===== src/rtl/bitop_pkg.sv =====
package bitop_pkg;
  typedef enum logic [2:0] {
    OP_SET    = 3'd0,
    OP_CLR    = 3'd1,
    OP_SKT    = 3'd2,
    OP_SKF    = 3'd3,
    OP_SKTCLR = 3'd4,
    OP_AND    = 3'd5,
    OP_OR     = 3'd6,
    OP_XOR    = 3'd7
  } op_e;

  typedef enum logic [1:0] {
    MD_DIRECT = 2'd0,
    MD_HIGHWIN = 2'd1,
    MD_REGIDX = 2'd2,
    MD_HPAGE  = 2'd3
  } mode_e;

  typedef enum logic [1:0] {
    ST_IDLE = 2'd0,
    ST_READ = 2'd1,
    ST_EXEC = 2'd2,
    ST_ILL  = 2'd3
  } state_e;
endpackage


===== src/rtl/bitop_addr_gen.sv =====
module bitop_addr_gen
  import bitop_pkg::*;
#(
  parameter int ADDR_W    = 8,
  parameter int NIB_W     = 4,
  parameter int WIN_OFS_W = 6,
  parameter logic [ADDR_W-1:0] WIN_BASE = 8'hC0,
  localparam int BIT_W    = $clog2(NIB_W)
) (
  input  op_e               op,
  input  mode_e             mode,
  input  logic [ADDR_W-1:0] imm,
  input  logic [BIT_W-1:0]  bit_imm,
  input  logic [NIB_W-1:0]  h,
  input  logic [NIB_W-1:0]  l,
  output logic [ADDR_W-1:0] addr,
  output logic [BIT_W-1:0]  bsel,
  output logic              bad
);
  localparam int PAGE_LO_W = ADDR_W - NIB_W;

  always_comb begin
    addr = imm;
    bsel = bit_imm;
    unique case (mode)
      MD_DIRECT: begin
        addr = imm;
        bsel = bit_imm;
      end
      MD_HIGHWIN: begin
        addr = WIN_BASE | {{(ADDR_W-WIN_OFS_W){1'b0}}, imm[WIN_OFS_W-1:0]};
        bsel = bit_imm;
      end
      MD_REGIDX: begin
        addr = {imm[ADDR_W-1:BIT_W], l[2*BIT_W-1:BIT_W]};
        bsel = l[BIT_W-1:0];
      end
      MD_HPAGE: begin
        addr = {h, imm[PAGE_LO_W-1:0]};
        bsel = bit_imm;
      end
      default: ;
    endcase
  end

  always_comb begin
    bad = 1'b0;
    if (mode == MD_DIRECT) begin
      unique case (op)
        OP_SKTCLR, OP_AND, OP_OR, OP_XOR: bad = 1'b1;
        default: bad = 1'b0;
      endcase
    end
  end
endmodule


===== src/rtl/bitop_alu.sv =====
module bitop_alu
  import bitop_pkg::*;
#(
  parameter int NIB_W = 4,
  localparam int BIT_W = $clog2(NIB_W)
) (
  input  op_e              op,
  input  logic [NIB_W-1:0] nib,
  input  logic [BIT_W-1:0] bsel,
  input  logic             cy,
  output logic [NIB_W-1:0] wdata,
  output logic             wr,
  output logic             skip_req,
  output logic             cy_new
);
  logic [NIB_W-1:0] sel;
  logic             bval;
  logic             nbit;

  for (genvar i = 0; i < NIB_W; i++) begin : g_lane
    assign sel[i]   = (bsel == BIT_W'(i));
    assign wdata[i] = sel[i] ? nbit : nib[i];
  end

  assign bval = |(nib & sel);

  always_comb begin
    nbit     = 1'b0;
    wr       = 1'b0;
    skip_req = 1'b0;
    cy_new   = cy;
    unique case (op)
      OP_SET:    begin nbit = 1'b1; wr = 1'b1; end
      OP_CLR:    begin nbit = 1'b0; wr = 1'b1; end
      OP_SKT:    skip_req = bval;
      OP_SKF:    skip_req = ~bval;
      OP_SKTCLR: begin nbit = 1'b0; wr = bval; skip_req = bval; end
      OP_AND:    cy_new = cy & bval;
      OP_OR:     cy_new = cy | bval;
      OP_XOR:    cy_new = cy ^ bval;
      default: ;
    endcase
  end
endmodule


===== src/rtl/bitop_ctrl.sv =====
module bitop_ctrl
  import bitop_pkg::*;
(
  input  logic clk,
  input  logic rst_n,
  input  logic start,
  input  logic bad,
  output logic ready,
  output logic rd_phase,
  output logic ex_phase,
  output logic ill_phase
);
  state_e st_q, st_d;

  always_comb begin
    st_d = st_q;
    unique case (st_q)
      ST_IDLE: if (start) st_d = bad ? ST_ILL : ST_READ;
      ST_READ: st_d = ST_EXEC;
      ST_EXEC: st_d = ST_IDLE;
      ST_ILL:  st_d = ST_IDLE;
      default: st_d = ST_IDLE;
    endcase
  end

  always_ff @(posedge clk) begin
    if (!rst_n) st_q <= ST_IDLE;
    else        st_q <= st_d;
  end

  assign ready     = (st_q == ST_IDLE);
  assign rd_phase  = (st_q == ST_READ);
  assign ex_phase  = (st_q == ST_EXEC);
  assign ill_phase = (st_q == ST_ILL);
endmodule


===== src/rtl/bitop_unit.sv =====
module bitop_unit
  import bitop_pkg::*;
#(
  parameter int ADDR_W    = 8,
  parameter int NIB_W     = 4,
  parameter int WIN_OFS_W = 6,
  parameter logic [ADDR_W-1:0] WIN_BASE = 8'hC0,
  localparam int BIT_W    = $clog2(NIB_W)
) (
  input  logic              clk,
  input  logic              rst_n,
  input  logic              in_valid,
  output logic              in_ready,
  input  logic [2:0]        in_op,
  input  logic [1:0]        in_mode,
  input  logic [ADDR_W-1:0] in_imm,
  input  logic [BIT_W-1:0]  in_bit,
  input  logic [NIB_W-1:0]  in_h,
  input  logic [NIB_W-1:0]  in_l,
  input  logic              in_cy,
  output logic [ADDR_W-1:0] mem_addr,
  output logic              mem_rd_en,
  input  logic [NIB_W-1:0]  mem_rdata,
  output logic              mem_wr_en,
  output logic [NIB_W-1:0]  mem_wdata,
  output logic              done,
  output logic              skip,
  output logic              cy_out,
  output logic              illegal
);
  op_e               op_in;
  mode_e             mode_in;
  logic [ADDR_W-1:0] addr_c;
  logic [BIT_W-1:0]  bsel_c;
  logic              bad_c;
  logic              start;
  logic              rd_ph, ex_ph, ill_ph;

  op_e               op_q;
  logic [ADDR_W-1:0] addr_q;
  logic [BIT_W-1:0]  bsel_q;
  logic              cy_q;

  logic              alu_wr, alu_skip, alu_cy;
  logic [NIB_W-1:0]  alu_wdata;

  assign op_in   = op_e'(in_op);
  assign mode_in = mode_e'(in_mode);
  assign start   = in_valid & in_ready;

  bitop_addr_gen #(
    .ADDR_W(ADDR_W), .NIB_W(NIB_W), .WIN_OFS_W(WIN_OFS_W), .WIN_BASE(WIN_BASE)
  ) u_agen (
    .op(op_in), .mode(mode_in), .imm(in_imm), .bit_imm(in_bit),
    .h(in_h), .l(in_l), .addr(addr_c), .bsel(bsel_c), .bad(bad_c)
  );

  bitop_ctrl u_ctrl (
    .clk(clk), .rst_n(rst_n), .start(start), .bad(bad_c),
    .ready(in_ready), .rd_phase(rd_ph), .ex_phase(ex_ph), .ill_phase(ill_ph)
  );

  always_ff @(posedge clk) begin
    if (!rst_n) begin
      op_q   <= OP_SKT;
      addr_q <= '0;
      bsel_q <= '0;
      cy_q   <= 1'b0;
    end else if (start) begin
      op_q   <= op_in;
      addr_q <= addr_c;
      bsel_q <= bsel_c;
      cy_q   <= in_cy;
    end
  end

  bitop_alu #(.NIB_W(NIB_W)) u_alu (
    .op(op_q), .nib(mem_rdata), .bsel(bsel_q), .cy(cy_q),
    .wdata(alu_wdata), .wr(alu_wr), .skip_req(alu_skip), .cy_new(alu_cy)
  );

  assign mem_addr  = addr_q;
  assign mem_rd_en = rd_ph;
  assign mem_wr_en = ex_ph & alu_wr;
  assign mem_wdata = alu_wdata;
  assign done      = ex_ph | ill_ph;
  assign skip      = ex_ph & alu_skip;
  assign cy_out    = ex_ph ? alu_cy : cy_q;
  assign illegal   = ill_ph;
endmodule


===== config.mk =====
export PLATFORM = sky130hd
export DESIGN_NAME = bitop_unit
export DESIGN_NICKNAME = d
export VERILOG_FILES = /design/src/rtl/bitop_pkg.sv /design/src/rtl/bitop_addr_gen.sv /design/src/rtl/bitop_alu.sv /design/src/rtl/bitop_ctrl.sv /design/src/rtl/bitop_unit.sv
export SDC_FILE = /design/constraint.sdc
export NUM_CORES = 1
export LEC_CHECK = 0
export BUFFER_PORTS_ARGS = -buffer_cell sky130_fd_sc_hd__clkbuf_2
export CAP_MARGIN = 30
export CORE_MARGIN = 3
export CORE_UTILIZATION = 40
export CTS_BUF_LIST = sky130_fd_sc_hd__clkbuf_4 sky130_fd_sc_hd__clkbuf_8
export CTS_CLUSTER_SIZE = 24
export DETAILED_ROUTE_END_ITERATION = 12
export PLACE_DENSITY_LB_ADDON = 0.25
export SETUP_SLACK_MARGIN = 0.3
export SLEW_MARGIN = 0
export SYNTH_ARGS = -nofsm -noshare
export SYNTH_HDL_FRONTEND = slang
export SYNTH_SLANG_ARGS = --single-unit

===== constraint.sdc =====
create_clock -name clk -period 3.5 [get_ports clk]
set_clock_uncertainty 0.2 [all_clocks]
set_input_delay 0 -clock clk [delete_from_list [all_inputs] [get_ports clk]]
set_output_delay 0 -clock clk [all_outputs]
set_load 0.02 [all_outputs]

==> flow_metrics.py <==
metrics = {
    "timing": {
        "tightestPinTransition_ns": 0.461,
        "hold_slack_ns": 0.174,
        "rsz0062_at_grt": "no",
        "setup_tns_ns": 0,
        "finalCritPeriodShare": 0.690,
        "final-hold-violation-count": 0,
        "slew_headroom": 0.692,
        "fmax_ghz": 0.414,
        "post-route-min-period_ns": 2.41,
        "timing.final.ws_setup_ns": 1.09,
        "finalSetupViolations": 0,
        "drv_slew": 0,
    },
    "logic_synthesis": {
        "synth-seq-cells": 16,
        "ys_types": 29,
        "syn_inst": 103,
        "syn_nets": 135,
        "yosysSeqAreaShare": 0.375,
        "synth_area_um2": 855,
        "syn_area_per_cell_um2": 8.30,
        "yosys_warnings": 0,
    },
    "global_route": {
        "grt_usage": 0.183,
        "grt_use_met1": 0.210,
        "grt_start_max_net_pins": 21,
        "grt.met2_usage": 0.318,
        "use_met3": 0.0399,
        "grt-ovfl-total": 0,
        "antenna_found_initial": 0,
        "grt_pass1_vias": 902,
        "grt_pass1_wl_mm": 3.73,
        "top_usage_layer": "met2",
    },
    "critical_path": {
        "cp_slowest_cell": "mux4_2",
        "path_max_fanout": 6,
        "crit_required_ns": 3.30,
        "path_class": "flip-flop to primary output",
        "cp_top_family": "multiplexers",
        "crit_path_start_kind": "flip-flop",
        "path_buf_inv": 1,
        "worstPathArrival_ns": 2.21,
        "max_stage_delay_ns": 0.59,
        "cp_cell_sequence": "mux4_2, ha_1, mux2i_1, and4_1, nor3_1, clkbuf_2",
        "crit_path_end_kind": "primary output",
    },
    "pwr": {
        "power_density_nw_per_um2": 325,
        "ir_worst_vdd_mv": 0.268,
        "leakagePower_nw": 0.653,
    },
    "layout": {
        "layout_commonest_cell": "clkbuf_2",
        "nNetsFinal": 210,
        "design_area_um2": 1410,
        "diodes": 0,
        "syn_to_final_growth_pct": 65.0,
        "layout-drive-gt1-share": 0.347,
        "final_cell_mix": "clkbuf_2, dlygate4sd3_1, nand2_1, dfxtp_1, nor2_1",
    },
    "status": {
        "status": "complete, no violations",
    },
    "clocking": {
        "cts_buffer_depth": 2,
        "cts_sinks": 16,
        "clk_latency_ns": 0.28,
        "htreeDepth": 1,
        "numCtsBuffers": 3,
        "root_buffer": "clkbuf_4",
        "clk_pin_slew_ns": 0.09,
        "cts_tree": "done",
        "postCtsResizedCells": 0,
    },
    "hold_path": {
        "worstHoldPathType": "input port to primary output",
    },
    "floorplan": {
        "dieWidth_um": 52.2,
        "die_y_um": 52.2,
        "rows": 16,
        "fp.coreArea_um2": 2000,
        "ios": 50,
        "initial_core_util": 0.427,
        "die_area_um2": 2730,
    },
    "flow_run": {
        "drv_cap": 0,
    },
    "route": {
        "wl_mm": 2.40,
        "dr.pass1.iters": 4,
        "post_drt_wl_per_cell_um": 11.8,
        "dr_total_vias": 996,
        "avgViaCountPerCell": 4.91,
        "antenna_left": 0,
        "drc_errors": 0,
        "initialDrtViolationCount": 19,
    },
    "place": {
        "globalplace.congestion": 0.678,
        "postPlaceCellArea_um2": 1120,
        "dpl_worst_slack_ns": 1.39,
        "hpwl_mm": 1.51,
        "port_buffers": 49,
    },
}
-- per-stage QoR --
| step | power [mW] | cells | util |
|---|---|---|---|
| final | 0.458 | 203 | 0.704 |
| after CTS | 0.460 | 203 | 0.704 |
| after global placement | 0.333 | 173 | 0.558 |
| after floorplan | 0.292 | 103 | - |
| after detailed placement | 0.336 | 173 | 0.558 |
| after global routing | 0.483 | 203 | 0.704 |
-- what timing repair did --
| item | 4_1_cts | 5_1_grt |
|---|---|---|
| buffers inserted | 0 | 0 |
| hold buffers | 27 | 0 |
| endpoints found under the hold margin | 16 | 0 |
-- cell type report --
cell class	count	area, um^2
Sequential cell	16	320
Timing Repair Buffer	77	523
Multi-Input combinational cell	79	507
Tap cell	27	33.8
Fill cell	166	592
Clock buffer	3	22.5
Inverter	1	3.75
-- where the power goes --
group | total (mW) | switching (mW) | internal [mW]
logic | 0.151 | 0.0725 | 0.0784
registers | 0.211 | 0.0148 | 0.196
clock network | 0.0964 | 0.0565 | 0.0399
-- synth_stat cells --
cell type / n / area, um^2
a211oi_1: 4 / 30.0
a211oi_2: 1 / 12.5
a21oi_1: 9 / 45.0
a311oi_1: 2 / 17.5
a31oi_1: 1 / 6.26
and2_1: 1 / 6.26
and2b_1: 1 / 7.51
and4_1: 1 / 8.76
buf_2: 1 / 5.00
clkbuf_1: 5 / 18.8
clkbuf_2: 1 / 5.00
dfxtp_1: 16 / 320
ha_1: 1 / 12.5
inv_1: 1 / 3.75
mux2_2: 4 / 45.0
mux2i_1: 5 / 50.1
mux4_2: 1 / 22.5
nand2_1: 18 / 67.6
nand2b_1: 2 / 12.5
nand3_1: 3 / 15.0
nand4b_1: 2 / 17.5
nor2_1: 10 / 37.5
nor2b_1: 4 / 25.0
nor3_1: 3 / 15.0
nor3b_1: 1 / 7.51
o21ai_0: 1 / 5.00
o221ai_1: 2 / 17.5
or3b_2: 1 / 8.76
xor2_1: 1 / 8.76
-- metal layers --
layer | wire length, um | part of all wire
met2 | 1270 | 0.53
met4 | 18 | 0.0075
met5 | 0 | 0
met1 | 987 | 0.41
met3 | 123 | 0.051
-- sequential cells by signal, summed over array words and instances, names as in the netlist --
register and cells:
bsel_q 2, cy_q 1, mem_addr 8, op_q 3, u_ctrl.st_q 2
-- worst min-delay path, delay by kind of cell --
family	cells	cell delay, ns
buf+inv	2	0.24
mux	1	0.13
-- logic make-up (layout without fill, tap and decap cells) --
family          after synthesis  count (layout)  share of synthesized area
simple gates                 47              47                      0.268
compound gates               20              20                      0.157
flops                        16              16                      0.375
mux                          10              10                      0.138
buf+inv                       8              81                     0.0381
fa+ha+maj                     1               1                     0.0146
xor+xnor                      1               1                     0.0103
-- final timing paths --
kind | slack (ns) | depth (start not counted) | endpoint | start
setup / recovery | 1.09 | 6 | cy_out | bsel_q[0]$_SDFFE_PN0P_
hold / removal | 0.17 | 3 | mem_wdata[3] | mem_rdata[3]
setup reg to reg | 1.48 | 4 | op_q[1]$_SDFFE_PN1P_ | u_ctrl.st_q[1]$_SDFFE_PN0P_
hold reg to reg | 0.26 | 2 | mem_addr[3]$_SDFFE_PN0P_ | mem_addr[3]$_SDFFE_PN0P_
Note: power is estimated with default switching activity, not from simulation.
